## src/rtl/blu_pkg.sv

```systemverilog
package blu_pkg;
  typedef enum logic [3:0] {
    OP_NOP  = 4'd0,
    OP_LDX  = 4'd1,
    OP_LD   = 4'd2,
    OP_LDN  = 4'd3,
    OP_ST   = 4'd4,
    OP_STN  = 4'd5,
    OP_SET  = 4'd6,
    OP_RST  = 4'd7,
    OP_CAND = 4'd8,
    OP_CST  = 4'd9,
    OP_CSTN = 4'd10
  } blu_op_e;

  function automatic logic op_reads(input logic [3:0] op);
    return op == OP_LD || op == OP_LDN || op == OP_CAND;
  endfunction
endpackage

```

## src/rtl/blu_addr_gen.sv

```systemverilog
module blu_addr_gen #(
  parameter int AW = 6
) (
  input  logic [AW-1:0] operand_i,
  input  logic [AW-1:0] ix_i,
  input  logic          idx_i,
  output logic [AW-1:0] ea_o
);
  // sum truncated to AW bits: wraps modulo the power-of-two depth
  always_comb ea_o = idx_i ? operand_i + ix_i : operand_i;
endmodule

```

## src/rtl/blu_seq.sv

```systemverilog
module blu_seq (
  input  logic       clk_i,
  input  logic       rst_ni,
  input  logic       accept_i,
  input  logic [3:0] op_i,
  output logic       busy_o,
  output logic [3:0] pend_op_o
);
  logic       busy_q;
  logic [3:0] pend_q;

  always_ff @(posedge clk_i or negedge rst_ni) begin
    if (!rst_ni) begin
      busy_q <= 1'b0;
      pend_q <= blu_pkg::OP_NOP;
    end else begin
      busy_q <= accept_i && blu_pkg::op_reads(op_i);
      if (accept_i) pend_q <= op_i;
    end
  end

  assign busy_o    = busy_q;
  assign pend_op_o = pend_q;

  a_r2_read_sets_busy: assert property (@(posedge clk_i) disable iff (!rst_ni)
    (accept_i && blu_pkg::op_reads(op_i)) |=> busy_q);
  a_r9_busy_single_cycle: assert property (@(posedge clk_i) disable iff (!rst_ni)
    busy_q |=> !busy_q);
endmodule

```

## src/rtl/blu_bitregs.sv

```systemverilog
module blu_bitregs #(
  parameter int AW = 6
) (
  input  logic          clk_i,
  input  logic          rst_ni,
  input  logic          accept_i,
  input  logic [3:0]    op_i,
  input  logic [AW-1:0] operand_i,
  input  logic          done_i,
  input  logic [3:0]    pend_op_i,
  input  logic          rdata_i,
  output logic          acc_o,
  output logic          car_o,
  output logic [AW-1:0] ix_o
);
  import blu_pkg::*;

  logic          acc_q, car_q;
  logic [AW-1:0] ix_q;
  logic          prod;

  assign prod = acc_q & rdata_i;

  always_ff @(posedge clk_i or negedge rst_ni) begin
    if (!rst_ni) begin
      acc_q <= 1'b0;
      car_q <= 1'b0;
      ix_q  <= '0;
    end else if (accept_i) begin
      case (op_i)
        OP_LDX:          ix_q  <= operand_i;
        OP_CST, OP_CSTN: car_q <= 1'b0;
        default: ;
      endcase
    end else if (done_i) begin
      case (pend_op_i)
        OP_LD:   acc_q <= rdata_i;
        OP_LDN:  acc_q <= ~rdata_i;
        OP_CAND: begin
          acc_q <= prod;
          car_q <= car_q | prod;
        end
        default: ;
      endcase
    end
  end

  assign acc_o = acc_q;
  assign car_o = car_q;
  assign ix_o  = ix_q;

  a_r6_carry_cleared: assert property (@(posedge clk_i) disable iff (!rst_ni)
    (accept_i && (op_i == OP_CST || op_i == OP_CSTN)) |=> !car_q);
  a_r5_carry_rises_on_cand: assert property (@(posedge clk_i) disable iff (!rst_ni)
    $rose(car_q) |-> $past(done_i && pend_op_i == OP_CAND));
  a_r7_ix_only_on_ldx: assert property (@(posedge clk_i) disable iff (!rst_ni)
    !(accept_i && op_i == OP_LDX) |=> $stable(ix_q));
endmodule

```

## src/rtl/bit_logic_unit.sv

```systemverilog
module bit_logic_unit #(
  parameter int REGS     = 8,
  parameter int REG_BITS = 8,
  localparam int DEPTH   = REGS * REG_BITS,
  localparam int AW      = $clog2(DEPTH)
) (
  input  logic          clk_i,
  input  logic          rst_ni,
  input  logic          op_valid_i,
  input  logic [3:0]    op_i,
  input  logic          idx_i,
  input  logic [AW-1:0] operand_i,
  output logic          busy_o,
  output logic          acc_o,
  output logic          car_o,
  output logic [AW-1:0] ix_o,
  output logic [AW-1:0] mem_addr_o,
  output logic          mem_rd_o,
  input  logic          mem_rdata_i,
  output logic          mem_we_o,
  output logic          mem_wdata_o
);
  import blu_pkg::*;

  logic       accept;
  logic [3:0] pend_op;

  assign accept = op_valid_i && !busy_o;

  blu_addr_gen #(.AW(AW)) u_addr (
    .operand_i(operand_i), .ix_i(ix_o), .idx_i(idx_i), .ea_o(mem_addr_o)
  );

  blu_seq u_seq (
    .clk_i(clk_i), .rst_ni(rst_ni), .accept_i(accept), .op_i(op_i),
    .busy_o(busy_o), .pend_op_o(pend_op)
  );

  blu_bitregs #(.AW(AW)) u_regs (
    .clk_i(clk_i), .rst_ni(rst_ni), .accept_i(accept), .op_i(op_i),
    .operand_i(operand_i), .done_i(busy_o), .pend_op_i(pend_op),
    .rdata_i(mem_rdata_i), .acc_o(acc_o), .car_o(car_o), .ix_o(ix_o)
  );

  always_comb begin
    mem_we_o    = 1'b0;
    mem_wdata_o = 1'b0;
    mem_rd_o    = accept && op_reads(op_i);
    if (accept) begin
      case (op_i)
        OP_ST:   begin mem_we_o = 1'b1;  mem_wdata_o = acc_o;  end
        OP_STN:  begin mem_we_o = 1'b1;  mem_wdata_o = ~acc_o; end
        OP_SET:  begin mem_we_o = acc_o; mem_wdata_o = 1'b1;   end
        OP_RST:  begin mem_we_o = acc_o; mem_wdata_o = 1'b0;   end
        OP_CST:  begin mem_we_o = 1'b1;  mem_wdata_o = car_o;  end
        OP_CSTN: begin mem_we_o = 1'b1;  mem_wdata_o = ~car_o; end
        default: ;
      endcase
    end
  end

  a_r9_no_strobe_when_busy: assert property (@(posedge clk_i) disable iff (!rst_ni)
    busy_o |-> !mem_we_o && !mem_rd_o);
  a_r3_rd_we_exclusive: assert property (@(posedge clk_i) disable iff (!rst_ni)
    !(mem_we_o && mem_rd_o));
  a_r4_no_write_acc_low: assert property (@(posedge clk_i) disable iff (!rst_ni)
    (op_valid_i && (op_i == OP_SET || op_i == OP_RST) && !acc_o) |-> !mem_we_o);
  a_r10_unused_silent: assert property (@(posedge clk_i) disable iff (!rst_ni)
    (op_valid_i && (op_i == OP_NOP || op_i > OP_CSTN)) |-> !mem_we_o && !mem_rd_o);
endmodule

```

## config.mk

```make
export PLATFORM = sky130hd
export DESIGN_NAME = bit_logic_unit
export DESIGN_NICKNAME = d
export VERILOG_FILES = /design/src/rtl/blu_pkg.sv /design/src/rtl/blu_addr_gen.sv /design/src/rtl/blu_seq.sv /design/src/rtl/blu_bitregs.sv /design/src/rtl/bit_logic_unit.sv
export SDC_FILE = /design/constraint.sdc
export NUM_CORES = 1
export LEC_CHECK = 0
export CAP_MARGIN = 5
export CORE_MARGIN = 8
export CORE_UTILIZATION = 50
export DETAILED_ROUTE_END_ITERATION = 6
export DONT_BUFFER_PORTS = 1
export GPL_ROUTABILITY_DRIVEN = 0
export GPL_TIMING_DRIVEN = 0
export PLACE_DENSITY = 0.68
export SLEW_MARGIN = 20
export SYNTH_ARGS = -nofsm -noshare
export SYNTH_HDL_FRONTEND = slang
export SYNTH_SLANG_ARGS = --single-unit
export TNS_END_PERCENT = 5
```

## constraint.sdc

```tcl
create_clock -name clk_i -period 1.9 [get_ports clk_i]
set_clock_uncertainty 0.2 [all_clocks]
set_input_delay 0.38 -clock clk_i [delete_from_list [all_inputs] [get_ports clk_i]]
set_output_delay 0.38 -clock clk_i [all_outputs]
set_load 0.02 [all_outputs]
```

Word-level counts from Yosys, hierarchy flattened
Cells that the tools add are included.
W data, S select, Z words.
{"block": "totals", "ff_bits": 13, "input_bits": 15, "output_inout_bits": 18, "wordCells": 50}
{"block": "classes", "add_sub_neg": 1, "eq_ne": 14, "n_mux": 10, "bitwise_logic": 6, "n_reduce_logical": 14}
{"operator": "$eq A4 B2 Y1 const B", "n": 4}
{"operator": "$eq A4 B3 Y1 const B", "n": 4}
{"operator": "$eq A4 B4 Y1 const B", "n": 4}
{"operator": "$add A6 B6 Y6", "n": 1}
{"operator": "$mux W1", "n": 6}
{"operator": "$mux W6", "n": 1}
{"operator": "$reduce_and A3 Y1", "n": 2}
{"operator": "$pmux W1 S5", "n": 1}
{"operator": "$eq A4 B1 Y1 const B", "n": 1}
{"operator": "$not A1 Y1", "n": 4}
{"operator": "$reduce_bool A2 Y1", "n": 2}
{"operator": "$reduce_or A2 Y1", "n": 2}
{"operator": "$reduce_or A4 Y1", "n": 1}
{"operator": "$pmux W1 S3", "n": 1}
{"operator": "$reduce_bool A3 Y1", "n": 1}
{"operator": "$logic_and A1 B1 Y1", "n": 2}
{"operator": "$logic_or A1 B1 Y1", "n": 2}
{"operator": "$ne A2 B1 Y1 const B", "n": 1}
{"operator": "$pmux W1 S2", "n": 1}
{"operator": "$reduce_and A2 Y1", "n": 1}
{"operator": "$and A1 B1 Y1", "n": 1}
{"operator": "$logic_not A1 Y1", "n": 1}
{"operator": "$or A1 B1 Y1", "n": 1}

Logic depth before layout (Yosys ltp)
{"block": "depth", "ltp_word": 5, "ltp_mapped": 7}

Hierarchy
A second synthesis with hierarchy kept.
{"block": "unflattened", "hier_cells": 107, "hier_area_um2": 1087.3}
{"module": "blu_bitregs", "instances": 1, "cells_per_inst": 34, "area_each_um2": 426.7, "seq_area_each_um2": 200.2}
{"module": "blu_addr_gen", "instances": 1, "cells_per_inst": 40, "area_each_um2": 324.1, "seq_area_each_um2": 0.0}
{"module": "blu_seq", "instances": 1, "cells_per_inst": 13, "area_each_um2": 201.4, "seq_area_each_um2": 125.1}
{"module": "bit_logic_unit", "instances": 1, "cells_per_inst": 20, "area_each_um2": 135.1, "seq_area_each_um2": 0.0}

Worst setup path after synthesis
Ideal clock, no wire load.
{"block": "synth_timing", "path_kind": "reg-to-output", "start": "register u_regs.ix_q[0] (netlist: u_regs.ix_o[0])", "end": "output port mem_addr_o[4]", "t_arrival_ns": 1.937, "path_slack_ns": -0.617, "path_stages_with_launch": 8, "path_buffers": 0, "cell_sequence": "dfrtp_1 ha_1 inv_1 fa_1 nor2b_1 o21a_1 nor3_1 o31ai_1"}
{"block": "synth_via", "elab_chain_cells": 2}
{"element": "start: declaration", "line": "blu_bitregs.sv:19", "source": "logic [AW-1:0] ix_q;"}
{"element": "start signal: assignment", "line": "blu_bitregs.sv:31", "source": "OP_LDX: ix_q <= operand_i;"}
{"element": "$add A6 B6 Y6", "line": "blu_addr_gen.sv:10", "source": "always_comb ea_o = idx_i ? operand_i + ix_i : operand_i;"}
{"element": "$mux W6", "line": "blu_addr_gen.sv:10"}
{"element": "end: declaration", "line": "bit_logic_unit.sv:17", "source": "output logic [AW-1:0] mem_addr_o,"}
Every way passes these cells.

Final worst setup path
{"block": "layout_timing", "start": "register u_regs.ix_q[0] (netlist: u_regs.ix_o[0])", "end": "output port mem_addr_o[5]"}
Same word-level chain as after synthesis.

==> metrics.cfg <==
[placement]
placed_area_mm2=0.00112
portBuffers=0
hpwl_mm=1.81
pre_cts_ws_ns=-0.407

[cts]
htree_num_levels=1
clk_pin_slew_ns=0.08
cts.sinks=13
numCtsBuffers=3
root_buffer=clkbuf_4
clock_path_buffers=2
clk_latency_ns=0.27
cts_tree=done

[synthesis]
yosysTopAreaCell=dfrtp_1
netlist_instances=102
ys_async_sr_fraction=1.00
synth_seq_cells=13
yosysTopAreaCellShare=0.327
synth.avg_cell_area_um2=9.76
syn_nets=123
yosysMostFrequentCell=dfrtp_1
ys_types=35
synth_area_um2=996
synth_edf_count=0
synth_warnings=0
synth_commonest_cells=dfrtp_1 (13), inv_1 (7), nand2_1 (7), o21ai_0 (7), mux2_2 (6)
synthTopCellsByArea=dfrtp_1 (33%), mux2_2 (6.8%), ha_1 (6.3%)
ys.flop_type=dfrtp_1
ys_seq_area_frac=0.327

[sta]
hold_slack_ns=0.0489
rsz0062_at_grt=yes
worst_pin_slew_ns=0.594
fin_setup_tns_ns=-3.13
finalWorstSetupSlack_ns=-0.669
finalMaxSlewViolations=0
timing.fmax_ghz=0.389
setup_violations=11
finalHoldViolations=0
period_needed_ns=2.57
fin_crit_sh=1.35
slew_headroom=0.603

[worst_setup_path]
r2r_cells=5
rr_startpoint=u_seq.busy_o
worstSetupEndpoint=mem_addr_o[5]
worstPathRequired_ns=1.32
arrival_ns=1.99
crit_buf_inv=1
cp_top_family=compound AO/OA/AOI/OAI gates
worst-path-stages=6
startpoint_type=flip-flop
crit-reg2reg-capture=u_regs.ix_o[0]
crit_chain=ha_4 > buf_4 > a211o_1 > nand3b_1 > nor4b_2 > o221ai_2
slowest_delay_ns=0.48
critPathLaunch=u_regs.ix_o[0]
reg2reg_slack_ns=-0.12
crit_type=flip-flop to output port
critPathMaxFanout=4
crit_path_top_delay_cell=dfrtp_2
endpoint_kind=output port

[grt]
grt_pass1_vias=781
grt_usage=0.133
grt_overflow=0
grt_max_degree=14
grt_pass1_wl_mm=3.73
antenna_found_initial=0

[status]
violations=setup timing
status=finished with violations

[route]
drt_iter0_drc=39
routed_wirelength_mm=2.35
dr_total_vias=800
ant_nets=0
dr.pass1.iters=4
post_drt_via_cell_ratio=5.88
drc=0
wire_per_inst_um=17.3

[run]
maxCapViolCount=0

[cells_and_area]
multiInputGateArea_um2=763
diodes=0
postLayoutCellArea_mm2=0.00124
areaGrowthSynthToFinish_pct=24.5
fill_cells=160
drive_gt1_frac=0.394
seq_area_um2=335
fin_nets=131

[floorplanning]
core_area_mm2=0.00192
fp.dieW_um=60.6
ios=33
num_rows=16
die_area_mm2=0.00368
initial_core_util=0.518
die_y_um=60.6

[power_and_ir_drop]
internal-power_mw=0.651
p_seq_frac=0.419
clock_power_share=0.154
power_density_mw_per_mm2=892
switching_share=0.412
vdd_drop_max_mv=0.497
power.share.combinational=0.427
netSwitchingPower_mw=0.456
p_leak_nw=0.509

[hold_path]
hold_class=primary input to flip-flop
hold_depth=1

-- state kept, by name, summed over array words and instances (netlist names) --
name and cells:
u_seq.busy_o 1, u_regs.car_o 1, u_regs.ix_o 6, u_regs.acc_o 1, u_seq.pend_op_o 4
-- layer usage --
layer  wire length (um)  track usage  vias to the layer above
li1                   -            -                      389
met1               1000        0.164                      378
met2               1080        0.207                       31
met3                244       0.0614                        2
met4                 14       0.0299                        0
met5                  0            0                        -
-- cell families after synthesis --
group                    share of synthesized area
flip-flops                                   0.327
AO/OA/AOI/OAI                                0.188
multiplexers                                 0.148
XOR/XNOR                                    0.0264
AND/OR/NAND/NOR                              0.173
buffers and inverters                       0.0540
adder cells (fa/ha/maj)                     0.0829
-- power groups by stage --
stage | registers (mW) | logic [mW] | clock network, mW
2_1_floorplan | 0.444 | 0.368 | 0
3_3_place_gp | 0.463 | 0.406 | 0
3_5_place_dp | 0.466 | 0.419 | 0
4_1_cts | 0.465 | 0.473 | 0.180
5_1_grt | 0.475 | 0.515 | 0.196
6_report | 0.464 | 0.472 | 0.170
-- cells in the final DEF (no fill, tap or decap), drive strengths merged, types with 2 or more instances in the layout --
cell | synthesis | final
nor2 | 3 | 3
nand2b | 3 | 3
buf | 3 | 4
nand3 | 2 | 2
dfrtp | 13 | 13
mux2i | 2 | 2
o21a | 3 | 3
a2111oi | 2 | 2
mux2 | 10 | 10
a21oi | 5 | 5
nor3 | 4 | 4
dlygate4sd3 | 0 | 2
inv | 7 | 7
o21ai | 7 | 7
clkbuf | 0 | 4
nor2b | 4 | 4
o31ai | 2 | 2
xnor2 | 3 | 3
ha | 5 | 5
nand2 | 7 | 7
a21o | 2 | 2
nand3b | 3 | 3
-- what timing repair did --
action                     4_1_cts  5_1_grt
pin swaps                        5        4
setup endpoints to repair       15       14
gates resized for setup         17        0
hold endpoints to repair        14        0
setup buffers                    1        0
hold buffers                     2        0
-- per-stage QoR --
| step | cells | power (mW) | util |
|---|---|---|---|
| final | 136 | 1.11 | 0.645 |
| after global routing | 136 | 1.19 | 0.645 |
| after CTS | 136 | 1.12 | 0.645 |
| after detailed placement | 129 | 0.886 | 0.581 |
| after global placement | 129 | 0.869 | 0.581 |
| after floorplan | 102 | 0.812 | - |
-- worst min path at each step --
stage                       startpoint                  to  slack (ns)
after floorplan                 rst_ni        u_regs.acc_o       -0.12
after global placement          rst_ni      u_regs.ix_o[1]       -0.12
after detailed placement        rst_ni      u_regs.ix_o[1]       -0.12
after CTS                      op_i[3]  u_seq.pend_op_o[3]        0.04
after global routing      operand_i[2]      u_regs.ix_o[2]        0.03
final                          op_i[3]  u_seq.pend_op_o[3]        0.05
-- area by class of cell --
type                            count  share of cell area
Sequential cell                    13               0.270
Tap cell                           27              0.0272
Clock buffer                        4              0.0212
Buffer                              3              0.0222
Inverter                            7              0.0212
Timing Repair Buffer                3              0.0222
Multi-Input combinational cell     79               0.616
Note: power is estimated with default switching activity, not from simulation.
